`config.mk`:
```
export PLATFORM = sky130hd
export DESIGN_NAME = dly_setting_port
export DESIGN_NICKNAME = d
export VERILOG_FILES = /design/src/rtl/dly_setting_pkg.sv /design/src/rtl/dly_setting_ctrl.sv /design/src/rtl/dly_setting_dp.sv /design/src/rtl/dly_setting_port.sv
export SDC_FILE = /design/constraint.sdc
export NUM_CORES = 1
export LEC_CHECK = 0
export ABC_AREA = 0
export BUFFER_PORTS_ARGS = -buffer_cell sky130_fd_sc_hd__buf_4
export CORE_ASPECT_RATIO = 1.2
export CORE_MARGIN = 2
export CORE_UTILIZATION = 45
export CTS_CLUSTER_SIZE = 40
export DETAILED_ROUTE_END_ITERATION = 8
export HOLD_SLACK_MARGIN = 0.02
export PLACE_DENSITY = 0.75
export SYNTH_ARGS = -nofsm -noshare
export SYNTH_HDL_FRONTEND = slang
export SYNTH_SLANG_ARGS = --single-unit
export TNS_END_PERCENT = 5
```
`constraint.sdc`:
```
create_clock -name clk -period 1.82 [get_ports clk]
set_input_delay 0.091 -clock clk [delete_from_list [all_inputs] [get_ports clk]]
set_output_delay 0.091 -clock clk [all_outputs]
set_load 0.005 [all_outputs]
```
`src/rtl/dly_setting_pkg.sv`:
```
package dly_setting_pkg;

  // strobes issued by the control module to the datapath
  typedef struct packed {
    logic shift;    // move serDin into the shift register
    logic loadPar;  // copy the parallel bus into the active code
    logic commit;   // copy the shift register into the active code
  } ctrlStb_t;

endpackage

```
`src/rtl/dly_setting_ctrl.sv`:
```
module dly_setting_ctrl
  import dly_setting_pkg::*;
#(
  parameter int SYNC_STAGES = 2
) (
  input  logic     clk,
  input  logic     rstN,
  input  logic     modeSerial,
  input  logic     latchEn,
  input  logic     serClk,
  output ctrlStb_t stb,
  output logic     qEnable
);

  localparam int NUM_SYNC = 2;
  localparam int IDX_LE   = 0;
  localparam int IDX_SC   = 1;

  logic [NUM_SYNC-1:0] rawPins;
  logic [NUM_SYNC-1:0] syncOut;
  logic [NUM_SYNC-1:0] syncLast;

  assign rawPins = {serClk, latchEn};

  genvar g;
  generate
    for (g = 0; g < NUM_SYNC; g++) begin : gSync
      logic [SYNC_STAGES-1:0] chain;
      always_ff @(posedge clk or negedge rstN) begin
        if (!rstN) chain <= '0;
        else       chain <= {chain[SYNC_STAGES-2:0], rawPins[g]};
      end
      assign syncOut[g] = chain[SYNC_STAGES-1];
    end
  endgenerate

  always_ff @(posedge clk or negedge rstN) begin
    if (!rstN) syncLast <= '0;
    else       syncLast <= syncOut;
  end

  logic leHigh;
  logic leFall;
  logic scRise;

  assign leHigh = syncOut[IDX_LE];
  assign leFall = syncLast[IDX_LE] && !syncOut[IDX_LE];
  assign scRise = syncOut[IDX_SC] && !syncLast[IDX_SC];

  always_comb begin
    stb         = '0;
    stb.shift   = modeSerial && leHigh && scRise;
    stb.commit  = modeSerial && leFall;
    stb.loadPar = !modeSerial && leHigh;
  end

  assign qEnable = modeSerial && leHigh;

  AST_STROBE_ONEHOT: assert property (@(posedge clk) disable iff (!rstN)
    $onehot0({stb.shift, stb.loadPar, stb.commit}));

  AST_NO_SHIFT_PARALLEL: assert property (@(posedge clk) disable iff (!rstN)
    !modeSerial |-> !stb.shift && !stb.commit);

endmodule

```
`src/rtl/dly_setting_dp.sv`:
```
module dly_setting_dp
  import dly_setting_pkg::*;
#(
  parameter int CODE_W = 8
) (
  input  logic              clk,
  input  logic              rstN,
  input  ctrlStb_t          stb,
  input  logic [CODE_W-1:0] parBus,
  input  logic              serDin,
  output logic [CODE_W-1:0] activeCode,
  output logic              codeChanged,
  output logic              qBit
);

  localparam int MSB = CODE_W - 1;

  logic [CODE_W-1:0] shiftReg;
  logic [CODE_W-1:0] nextCode;
  logic              doUpdate;

  always_comb begin
    nextCode = activeCode;
    doUpdate = 1'b0;
    if (stb.loadPar) begin
      nextCode = parBus;
      doUpdate = 1'b1;
    end else if (stb.commit) begin
      nextCode = shiftReg;
      doUpdate = 1'b1;
    end
  end

  always_ff @(posedge clk or negedge rstN) begin
    if (!rstN) begin
      activeCode  <= '0;
      codeChanged <= 1'b0;
    end else begin
      activeCode  <= nextCode;
      codeChanged <= doUpdate && (nextCode != activeCode);
    end
  end

  // shift register mirrors the active code whenever it is not being shifted,
  // so the first bit shifted out is the old MSB
  always_ff @(posedge clk or negedge rstN) begin
    if (!rstN)            shiftReg <= '0;
    else if (stb.shift)   shiftReg <= {shiftReg[MSB-1:0], serDin};
    else if (stb.loadPar) shiftReg <= parBus;
  end

  assign qBit = shiftReg[MSB];

  AST_IDLE_HOLDS: assert property (@(posedge clk) disable iff (!rstN)
    !(stb.loadPar || stb.commit) |=> $stable(activeCode));

  AST_SHIFT_HOLDS: assert property (@(posedge clk) disable iff (!rstN)
    stb.shift |=> $stable(activeCode));

  AST_FLAG_ON_CHANGE: assert property (@(posedge clk) disable iff (!rstN)
    (activeCode != $past(activeCode)) |-> codeChanged);

  AST_FLAG_ONLY_CHANGE: assert property (@(posedge clk) disable iff (!rstN)
    codeChanged |-> (activeCode != $past(activeCode)));

endmodule

```
`src/rtl/dly_setting_port.sv`:
```
module dly_setting_port
  import dly_setting_pkg::*;
#(
  parameter int CODE_W      = 8,
  parameter int SYNC_STAGES = 2
) (
  input  logic              clk,
  input  logic              rstN,
  input  logic              modeSerial,
  input  logic              latchEn,
  input  logic [CODE_W-1:0] parBus,
  input  logic              serClk,
  input  logic              serDin,
  output logic              serDout,
  output logic              serDoutEn,
  output logic [CODE_W-1:0] setting,
  output logic              settingChanged
);

  ctrlStb_t stb;
  logic     qBit;
  logic     qEnable;

  dly_setting_ctrl #(.SYNC_STAGES(SYNC_STAGES)) u_ctrl (
    .clk        (clk),
    .rstN       (rstN),
    .modeSerial (modeSerial),
    .latchEn    (latchEn),
    .serClk     (serClk),
    .stb        (stb),
    .qEnable    (qEnable)
  );

  dly_setting_dp #(.CODE_W(CODE_W)) u_dp (
    .clk         (clk),
    .rstN        (rstN),
    .stb         (stb),
    .parBus      (parBus),
    .serDin      (serDin),
    .activeCode  (setting),
    .codeChanged (settingChanged),
    .qBit        (qBit)
  );

  assign serDout   = qEnable ? qBit : 1'b0;
  assign serDoutEn = qEnable;

  AST_OE_SERIAL_ONLY: assert property (@(posedge clk) disable iff (!rstN)
    serDoutEn |-> modeSerial);

endmodule

```
======== After elaboration in Yosys (flattened, before gate mapping) ========
Cells that the tools add are included.
cells by class
  equality and inequality tests ........... 1
  muxes and demuxes ....................... 7
  reduce and logical (&&, ||, !) cells .... 11
operators by type and width
  operator            count
  8-bit 2-to-1 mux    4
  8-bit != test       1
  1-bit logical AND   7
  1-bit logical NOT   3
  1-bit 2-to-1 mux    3
  2-bit nonzero test  1
word-level totals
  register bits ........................... 23
  bits of input ports ..................... 14
  output and inout port bits .............. 11
  logic and storage cells ................. 25

======== Longest topological paths before layout ========
Gate-level depths: netlist of run 1.
  depth after elaboration ................. 7
  gate-level depth with buffers ........... 6
  depth with buffers taken out ............ 4

======== Cells and area by module ========
A second synthesis of run 1 with hierarchy kept.
unflattened totals
  cells, all modules ...................... 108
  area, all modules ....................... 1,142.3 µm²
by module, submodules not included
  module            times used  cells an instance  area each (µm²)  sequential area each (µm²)
  dly_setting_dp    1           97                 949.7            425.4
  dly_setting_ctrl  1           10                 186.4            150.1
  dly_setting_port  1           1                  6.3              0.0

======== Worst setup path before layout of run 1 ========
OpenSTA, ideal clock, no wires.
  path type ............................... register to register
  from .................................... register u_ctrl.gSync[0].chain[1]
  to ...................................... register u_dp.codeChanged
  setup time .............................. 0.138 ns
  data arrival time ....................... 1.495 ns
  required time ........................... 1.682 ns
  setup slack ............................. 0.186 ns
  stages on the path, launching flop included .. 6
  buffers on the path ..................... 1
  clock period less this slack ............ 1.634 ns
  path through ............................ dfrtp_1 or2b_2 clkbuf_1 o22a_1 a21oi_1 or4_1
between the ends
  longest elaborated chain between the ends .. 7
  elaborated cells between the ends (all ways) .. 10
  classes of those cells .................. eq/ne: 1; mux: 4; reduce/logical: 5
ends and longest elaborated chain
  what                    RTL line                text
  from (decl)             dly_setting_ctrl.sv:28  logic [SYNC_STAGES-1:0] chain;
  from (signal assigned)  dly_setting_ctrl.sv:31  else chain <= {chain[SYNC_STAGES-2:0], rawPins[g]};
  1-bit logical NOT       dly_setting_ctrl.sv:47  assign leFall = syncLast[IDX_LE] && !syncOut[IDX_LE];
  1-bit logical AND       dly_setting_ctrl.sv:47
  1-bit logical AND       dly_setting_ctrl.sv:53  stb.commit = modeSerial && leFall;
  8-bit 2-to-1 mux        dly_setting_dp.sv:28    end else if (stb.commit) begin
  8-bit 2-to-1 mux        dly_setting_dp.sv:25    if (stb.loadPar) begin
  8-bit != test           dly_setting_dp.sv:40    codeChanged <= doUpdate && (nextCode != activeCode);
  1-bit logical AND (*)   dly_setting_dp.sv:40
  to (signal assigned)    dly_setting_dp.sv:40
  to (decl)               dly_setting_dp.sv:12    output logic codeChanged,
Mark *: on every way between the ends. The rest lies on a longest branch, timed or not.
A chain may end at the register's enable or synchronous reset.

======== Worst setup path in the final report of run 1 ========
  from .................................... register u_dp.activeCode[2]
  to ...................................... register u_dp.codeChanged
between the ends
  longest elaborated chain between the ends .. 4
ends and longest elaborated chain
  what                    RTL line              text
  from (decl)             dly_setting_dp.sv:11  output logic [CODE_W-1:0] activeCode,
  from (signal assigned)  dly_setting_dp.sv:39  activeCode <= nextCode;
  8-bit 2-to-1 mux        dly_setting_dp.sv:28
  8-bit 2-to-1 mux        dly_setting_dp.sv:25
  8-bit != test (*)       dly_setting_dp.sv:40
  1-bit logical AND (*)   dly_setting_dp.sv:40
Marks and branches as above.

==> results of run 1 <==
==> layout make-up <==
cell class              instances  area (sq um)
clock buffers                   4          26.3
fillers                       218          1020
multi-input cells              87           553
flip-flops and latches         23           576
well taps                      33          41.3
repair buffers                 37           290
==> report_power, final <==
part / total, mW / switching, mW / internal [mW]
registers: 0.650 / 0.0771 / 0.573
clock network: 0.228 / 0.142 / 0.0855
logic: 0.283 / 0.123 / 0.160
==> worst min-delay path by stage <==
stage,from,endpoint,cells past startpoint
2_1_floorplan,rstN,u_ctrl.gSync[0].chain[0]$_DFF_PN0_,0
6_report,parBus[5],u_dp.shiftReg[5]$_DFFE_PN0P_,3
4_1_cts,parBus[5],u_dp.activeCode[5]$_DFF_PN0_,3
3_5_place_dp,rstN,u_ctrl.syncLast[0]$_DFF_PN0_,1
5_1_grt,modeSerial,u_dp.activeCode[2]$_DFF_PN0_,2
3_3_place_gp,rstN,u_ctrl.syncLast[1]$_DFF_PN0_,1
==> cells in the final DEF, fill, tap and decap left out, drive strengths merged, types with 2 or more instances in the layout <==
master       netlist  layout
and2b              2       2
nand3              2       2
clkbuf             3       4
nand3b             2       2
nor2               5       5
o22ai              2       2
xor2               8       8
nand2             24      24
mux2i              3       3
o221a              3       3
a22oi              6       6
dlygate4sd3        0       5
nor4               2       2
a21oi             10      10
dfrtp             23      23
buf                4      32
o21ai              2       2
a221oi             3       3
a211oi             2       2
a31oi              2       2
==> state kept, by name, indices dropped and copies added, names as in the netlist <==
name	flops
u_dp.shiftReg	8
u_dp.codeChanged	1
u_dp.activeCode	8
u_ctrl.gSync.chain	4
u_ctrl.syncLast	2
==> critical path, delay by kind of cell, from the launching register on <==
family	cells	cell delay (ps)
simple gates	2	810
flops	1	460
xor+xnor	1	190
compound gates	1	110
==> logic make-up (layout without fill, tap and decap cells) <==
logic type	Yosys count	in the layout	share of synthesized area, %
muxes	3	3	2.58
buffers and inverters	7	41	3.76
DFF	23	23	49.5
AOI/OAI and AO/OA	31	31	18.9
xor gates and xnor gates	8	8	6.02
and+or+nand+nor	45	45	19.2
==> metal layers <==
layer,vias up,GRT usage [%]
li1,488,-
met1,492,25.1
met2,26,28.6
met3,4,3.50
met4,0,8.11
met5,-,0
==> through the flow <==
step	instances	TNS [ps]
after CTS	184	0
after floorplan	117	0
after detailed placement	175	0
final	184	0
after global routing	184	-0.0673
after global placement	175	0
==> timing repair <==
| action | 4_1_cts | 5_1_grt |
|---|---|---|
| resized for setup | 0 | 2 |
| hold buffers | 5 | 0 |
| setup endpoints to repair | 0 | 7 |
| hold endpoints to repair | 27 | 0 |
==> impl_metrics.json, run 1 <==
{
  "worst_slew_pin_slew_ps": 498,
  "clock-sinks": 23,
  "wl_mm": 2.45,
  "post-route-period-util_pct": 92.5,
  "path_cells": "xor2_1, nor4_1, o22ai_1, or4_1",
  "critical-path-max-stage-delay_ps": 500,
  "holdWs_ps": 25.8,
  "design.die.area_sq_um": 3010,
  "utilization_pct": 59.4,
  "critical_path_class": "register to register",
  "diodes": 0,
  "avgSynthCellArea_sq_um": 9.95,
  "area_delta_synth_final_pct": 27.7,
  "clock_path_buffers": 2,
  "dieWidth_um": 50.4,
  "grt_start_max_net_pins": 24,
  "cts_inserted_buffers": 3,
  "clkTransAtPathRegs_ps": 120,
  "synth.top_cells.by_area": "dfrtp_1 49%, nand2_1 7.7%, xor2_1 6.0%",
  "worstRegToRegCells": 4,
  "dr.pass1.iters": 4,
  "pre_cts_ws_ps": 64.9,
  "critPathMaxFanout": 5,
  "track_usage_pct": 18.3,
  "r2r_end": "u_dp.codeChanged$_DFF_PN0_",
  "drtIter0Drc": 20,
  "ctsRootBufferMaster": "clkbuf_4",
  "start_util_pct": 46.5,
  "final_area_sq_um": 1490,
  "report.final.slew_viol_count": 0,
  "async_flop_share_pct": 100,
  "cts_tree": "yes",
  "antenna_found_initial": 0,
  "cp_data_required_time_ps": 2010,
  "grt_pass1_vias": 918,
  "clk_latency_ps": 300,
  "powerDensity_nw_per_um2": 781,
  "syn_inst": 117,
  "synth.top_cells.by_count": "24 x nand2_1, 23 x dfrtp_1, 10 x a21oi_1, 8 x xor2_1, 6 x a22oi_1",
  "r2r_setup_slack_ps": 140,
  "status": "complete, no violations",
  "netlist_area_sq_um": 1160,
  "crit_path_start_kind": "register",
  "vdd_drop_max_mv": 0.583,
  "rows": 20,
  "worstHoldPathType": "primary input to register",
  "port_buffers": 24,
  "setup_ws_ps": 136,
  "via_count": 1010,
  "ys_ff_latch": 23,
  "synth_top_area_share_pct": 49.5,
  "synth_most_common_cell": "nand2_1",
  "leakage_nw": 0.701,
  "syn_nets": 131,
  "nets": 166,
  "pin_count": 25,
  "synthFlopType": "dfrtp_1",
  "antenna_left": 0,
  "synth_enable_flop_cells": 0,
  "dp_hpwl_mm": 1.83,
  "die_h_um": 59.7,
  "yosysSeqAreaShare_pct": 49.5,
  "total_power_mw": 1.16,
  "met2_wirelength_mm": 1.16,
  "cp.arrival_ps": 1870,
  "cp-endpoint": "u_dp.codeChanged$_DFF_PN0_",
  "timing.rr.start": "u_dp.activeCode[2]$_DFF_PN0_",
  "synth_warnings": 0,
  "gp_congestion": 0.857,
  "overflow": 0,
  "synth_cell_types": 30,
  "wl_met1_mm": 1.13,
  "relSlewSlack_pct": 66.7,
  "dpl_cell_area_sq_um": 1400,
  "synth_area_leader_cell": "dfrtp_1",
  "clock_skew_ps": 1.50,
  "setup_viol": 0,
  "core_area_sq_um": 2500,
  "max_cap_viol_count": 0,
  "critPathLaunch": "u_dp.activeCode[2]$_DFF_PN0_",
  "drc": 0,
  "slowest_stage": "or4_1",
  "cts_setup_buffers": 0,
  "top_layer": "met4",
  "drive_gt1_share_pct": 29.1,
  "viasPerCell": 5.49,
  "endpoint_kind": "register",
  "htreeDepth": 1,
  "post_drt_wl_per_cell_um": 13.3,
  "hold_viol": 0,
  "grt_pass1_wl_mm": 4.15,
  "wl_met3_um": 117,
  "period_minus_slack_ps": 1680,
  "max_freq_ghz": 0.594
}
Power figures use the tool's default switching activity.
==> run 2: changes to the inputs <==
ABC_AREA = default   (was 0)
RECOVER_POWER = 50   (was default)
SLEW_MARGIN = 20   (was default)
==> run 2 against run 1 <==
Compared with the run above: sequential cell count unchanged; die area did not move; sequential share of layout area up 0.098 points; worst hold slack unchanged; routed wire length shrank 0.20%.
==> impl_metrics.json, run 2 (synthesis results as in run 1) <==
{
  "clk_latency_ps": 300,
  "port_buffers": 24,
  "setup_viol": 0,
  "layout_common_cells": "29 x buf_4, 24 x nand2_1, 23 x dfrtp_1",
  "antenna_found_initial": 0,
  "crit_path_start_kind": "register",
  "max_freq_ghz": 0.594,
  "die_h_um": 59.7,
  "gp_congestion": 0.857,
  "clkTransAtPathRegs_ps": 120,
  "critPathLaunch": "u_dp.activeCode[2]$_DFF_PN0_",
  "cts_tree": "yes",
  "grt_pass1_vias": 918,
  "report.final.slew_viol_count": 0,
  "diodes": 0,
  "relSlewSlack_pct": 19.5,
  "pre_cts_ws_ps": 64.9,
  "area_delta_synth_final_pct": 27.4,
  "pin_count": 25,
  "dr.pass1.iters": 4,
  "period_minus_slack_ps": 1680,
  "stdcell_count": 184,
  "critical-path-max-stage-delay_ps": 500,
  "worstRegToRegCells": 4,
  "clock-sinks": 23,
  "status": "complete, no violations",
  "dieWidth_um": 50.4,
  "rows": 20,
  "design.die.area_sq_um": 3010,
  "powerDensity_nw_per_um2": 782,
  "start_util_pct": 46.5,
  "timing.rr.start": "u_dp.activeCode[2]$_DFF_PN0_",
  "cp.arrival_ps": 1870,
  "vdd_drop_max_mv": 0.583,
  "track_usage_pct": 18.3,
  "hold_viol": 0,
  "htreeDepth": 1,
  "critPathMaxFanout": 5,
  "cts_inserted_buffers": 3,
  "reg_top3": "u_dp.activeCode: 8 flops, u_dp.shiftReg: 8 flops, u_ctrl.gSync.chain: 4 flops",
  "setup_ws_ps": 136,
  "dp_cells": 175,
  "clock_path_buffers": 2,
  "dp_hpwl_mm": 1.83,
  "grt_start_max_net_pins": 24,
  "seq_area_sq_um": 576,
  "post_drt_wl_per_cell_um": 13.3,
  "worstHoldPathType": "primary input to register",
  "path_cells": "xor2_1, nor4_1, o22ai_1, or4_1",
  "clock_skew_ps": 1.50,
  "critical_path.top_delay_family": "simple AND/OR/NAND/NOR gates",
  "via_count": 1010,
  "nets": 166,
  "endpoint_kind": "register",
  "post-route-period-util_pct": 92.5,
  "worst_slew_pin_slew_ps": 1210,
  "drive_gt1_share_pct": 28.5,
  "leakage_nw": 0.697,
  "grt_pass1_wl_mm": 4.15,
  "fill_cells": 219,
  "slowest_stage": "or4_1",
  "layout_commonest_cell": "buf_4",
  "worst-path-buf-inv": 0,
  "multi_input_area_sq_um": 553,
  "antenna_left": 0,
  "core_area_sq_um": 2500,
  "viasPerCell": 5.49,
  "drtIter0Drc": 20,
  "cts_setup_buffers": 0,
  "path_depth": 4,
  "cp_data_required_time_ps": 2010,
  "cp-endpoint": "u_dp.codeChanged$_DFF_PN0_",
  "critical_path_class": "register to register",
  "max_cap_viol_count": 0,
  "drc": 0,
  "ctsRootBufferMaster": "clkbuf_4",
  "r2r_end": "u_dp.codeChanged$_DFF_PN0_",
  "overflow": 0,
  "r2r_setup_slack_ps": 140,
  "wl_mm": 2.44
}
## run 2: cell types whose count changed in the layout (fill, tap and decap cells not counted), sizes merged
| cell | previous run | this run |
|---|---|---|
| buf | 32 | 29 |
| clkbuf | 4 | 7 |
## run 2: worst min-delay path by stage
stage	end	cells past startpoint	slack [ps]	startpoint
finish	u_dp.shiftReg[5]$_DFFE_PN0P_	3	30	parBus[5]
global placement	u_ctrl.syncLast[1]$_DFF_PN0_	1	0.4	rstN
CTS	u_dp.activeCode[5]$_DFF_PN0_	3	20	parBus[5]
floorplan	u_ctrl.gSync[0].chain[0]$_DFF_PN0_	0	-200	rstN
global route	u_dp.activeCode[2]$_DFF_PN0_	2	30	modeSerial
detailed placement	u_ctrl.syncLast[0]$_DFF_PN0_	1	-0.7	rstN
## run 2: area by class of cell
| class | count | share of cell area [%] |
|---|---|---|
| clock buffer | 4 | 1.77 |
| multi-input combinational | 87 | 37.3 |
| timing repair buffer | 37 | 19.3 |
| sequential | 23 | 38.8 |
| tap | 33 | 2.78 |
## run 2: power by group
part	internal, mW	switching [mW]	leakage, nW
combinational	0.158	0.123	0.410
clock	0.0855	0.142	0.0150
sequential	0.573	0.0771	0.272
## run 2: timing repair
| item | in CTS | in global routing |
|---|---|---|
| gates resized for setup | 0 | 2 |
| endpoints found under the hold margin | 27 | 0 |
| endpoints found under the setup margin | 0 | 7 |
| hold buffers | 5 | 0 |
## run 2: metrics by stage
stage / utilization, % / power [mW] / hold WS [ps] / instance area, sq um / TNS [ps]
CTS: 59.1 / 1.17 / 22.7 / 1480 / 0
global placement: 56.0 / 0.926 / 0.384 / 1400 / 0
global route: 59.3 / 1.24 / 28.4 / 1480 / -0.0673
finish: 59.3 / 1.16 / 25.8 / 1480 / 0
floorplan: - / 0.795 / -205 / 1160 / 0
detailed placement: 56.0 / 0.932 / -0.713 / 1400 / 0
## run 2: metal layers
layer | wire [um] | up-vias | part of all wire, % | global-route usage [%]
met1 | 1120 | 492 | 46 | 25.1
met2 | 1160 | 26 | 48 | 28.6
met3 | 117 | 4 | 4.8 | 3.50
li1 | - | 488 | - | -
met5 | 0 | - | 0 | 0
met4 | 38 | 0 | 1.6 | 8.11
## run 2: worst min-delay path: stages
cell     delay [ps]
buf_4            90
nand2_1          60
nand3_1          70
==> run 3: changes to the inputs <==
clock period = 2.2 ns   (was 1.82 ns; I/O delays follow)
==> run 3 against run 2 <==
Compared with the run above: routed wire length is 0.57% higher; via count is 5.1% lower; first-iteration DRC count is 30% higher; sequential power is 18% lower; design area is 5.3% lower; register-to-register slack better by 210 ps; critical endpoint unchanged.
==> impl_metrics.json, run 3 (synthesis results as in run 1) <==
{
  "wl_mm": 2.45,
  "dpl_cell_area_sq_um": 1350,
  "max_cap_viol_count": 0,
  "seq_area_sq_um": 576,
  "critical_path.top_delay_family": "simple AND/OR/NAND/NOR gates",
  "diodes": 0,
  "final_area_sq_um": 1400,
  "viasPerCell": 5.47,
  "area_delta_synth_final_pct": 20.6,
  "vdd_drop_max_mv": 0.451,
  "track_usage_pct": 18.9,
  "drc": 0,
  "htreeDepth": 1,
  "clock_skew_ps": 6.61,
  "fill_cells": 247,
  "ctsRootBufferMaster": "clkbuf_4",
  "path_cells": "buf_4, and3b_1, a221oi_1, o22ai_1, or4_1",
  "rows": 20,
  "gp_congestion": 0.819,
  "clock-sinks": 23,
  "holdWs_ps": 27.0,
  "hold_viol": 0,
  "relSlewSlack_pct": 20.8,
  "worstRegToRegCells": 5,
  "grt_start_max_net_pins": 24,
  "cts_tree": "yes",
  "drtIter0Drc": 26,
  "grt_pass1_wl_mm": 4.18,
  "pre_cts_ws_ps": 273,
  "pin_count": 25,
  "post_drt_wl_per_cell_um": 14.0,
  "post-route-period-util_pct": 84.1,
  "design.die.area_sq_um": 3010,
  "worstHoldPathType": "primary input to register",
  "max_freq_ghz": 0.541,
  "powerDensity_nw_per_um2": 678,
  "dp_hpwl_mm": 1.76,
  "layout_commonest_cell": "nand2_1",
  "core_area_sq_um": 2500,
  "layout_common_cells": "24 x nand2_1, 23 x dfrtp_1, 22 x buf_4",
  "clkTransAtPathRegs_ps": 130,
  "critPathMaxFanout": 13,
  "cts_setup_buffers": 0,
  "report.final.slew_viol_count": 0,
  "nets": 157,
  "worst-path-buf-inv": 1,
  "via_count": 958,
  "crit_path_start_kind": "register",
  "setup_viol": 0,
  "rsz0062_at_grt": "no",
  "status": "complete, no violations",
  "period_minus_slack_ps": 1850,
  "cts_inserted_buffers": 3,
  "timing.rr.start": "u_ctrl.gSync[0].chain[1]$_DFF_PN0_",
  "endpoint_kind": "register",
  "port_buffers": 24,
  "utilization_pct": 56.1,
  "critPathLaunch": "u_ctrl.gSync[0].chain[1]$_DFF_PN0_",
  "stdcell_count": 175,
  "slowest_stage": "or4_1",
  "total_power_mw": 0.952,
  "leakage_nw": 0.654,
  "overflow": 0,
  "dieWidth_um": 50.4,
  "cp.arrival_ps": 2040,
  "critical_path_class": "register to register",
  "start_util_pct": 46.5,
  "worst_slew_pin_slew_ps": 1190,
  "clock_path_buffers": 2,
  "path_depth": 5,
  "critical-path-max-stage-delay_ps": 420,
  "grt_pass1_vias": 896,
  "hold_start": "serDin",
  "setup_tns_ps": 0,
  "cp_data_required_time_ps": 2390,
  "min_path_cells": 3,
  "multi_input_area_sq_um": 547,
  "antenna_left": 0,
  "clk_latency_ps": 320,
  "antenna_found_initial": 0,
  "die_h_um": 59.7,
  "reg_top3": "u_dp.activeCode: 8 flops, u_dp.shiftReg: 8 flops, u_ctrl.gSync.chain: 4 flops",
  "setup_ws_ps": 350,
  "dp_cells": 168,
  "drive_gt1_share_pct": 24.6,
  "dr.pass1.iters": 4
}
[run 3: worst reg2reg max path, cell delays in order (launching register included)]
cell and delay (ps):
dfrtp_1 370, buf_4 160, and3b_1 330, a221oi_1 320, o22ai_1 120, or4_1 420
[run 3: where the power goes]
part           total [mW]  leakage, nW  switching, mW  internal [mW]
Sequential          0.534        0.272         0.0595          0.474
Combinational       0.220        0.367         0.0993          0.121
Clock               0.198       0.0150          0.127         0.0709
Total               0.952        0.654          0.286          0.666
[run 3: per-layer routing]
metal / routed length (um) / global-route usage [%] / up-vias / share of wire (%)
met5: 0 / 0 / - / 0
met4: 40 / 8.11 / 0 / 1.6
met3: 106 / 2.25 / 5 / 4.3
met2: 1210 / 31.6 / 25 / 49
met1: 1100 / 25.0 / 458 / 45
li1: - / - / 470 / -
[run 3: cell type report]
class / instances / share of cell area (%)
timing repair buffer: 28 / 15.2
tap: 33 / 2.94
sequential: 23 / 41.0
multi-input combinational: 87 / 38.9
clock buffer: 4 / 1.87
[run 3: worst paths after layout]
kind	slack, ps	endpoint
max	350	u_dp.codeChanged$_DFF_PN0_
min	30	u_dp.shiftReg[0]$_DFFE_PN0P_
max reg2reg	350	u_dp.codeChanged$_DFF_PN0_
min reg2reg	370	u_ctrl.gSync[0].chain[1]$_DFF_PN0_
max in group asynchronous	960	u_dp.shiftReg[1]$_DFFE_PN0P_
min in group asynchronous	540	u_dp.shiftReg[3]$_DFFE_PN0P_
[run 3: what timing repair did]
| item | in CTS | in global routing |
|---|---|---|
| gates resized for setup | 0 | 0 |
| hold buffers | 3 | 0 |
| hold endpoints to repair | 25 | 0 |
| setup endpoints to repair | 0 | 0 |
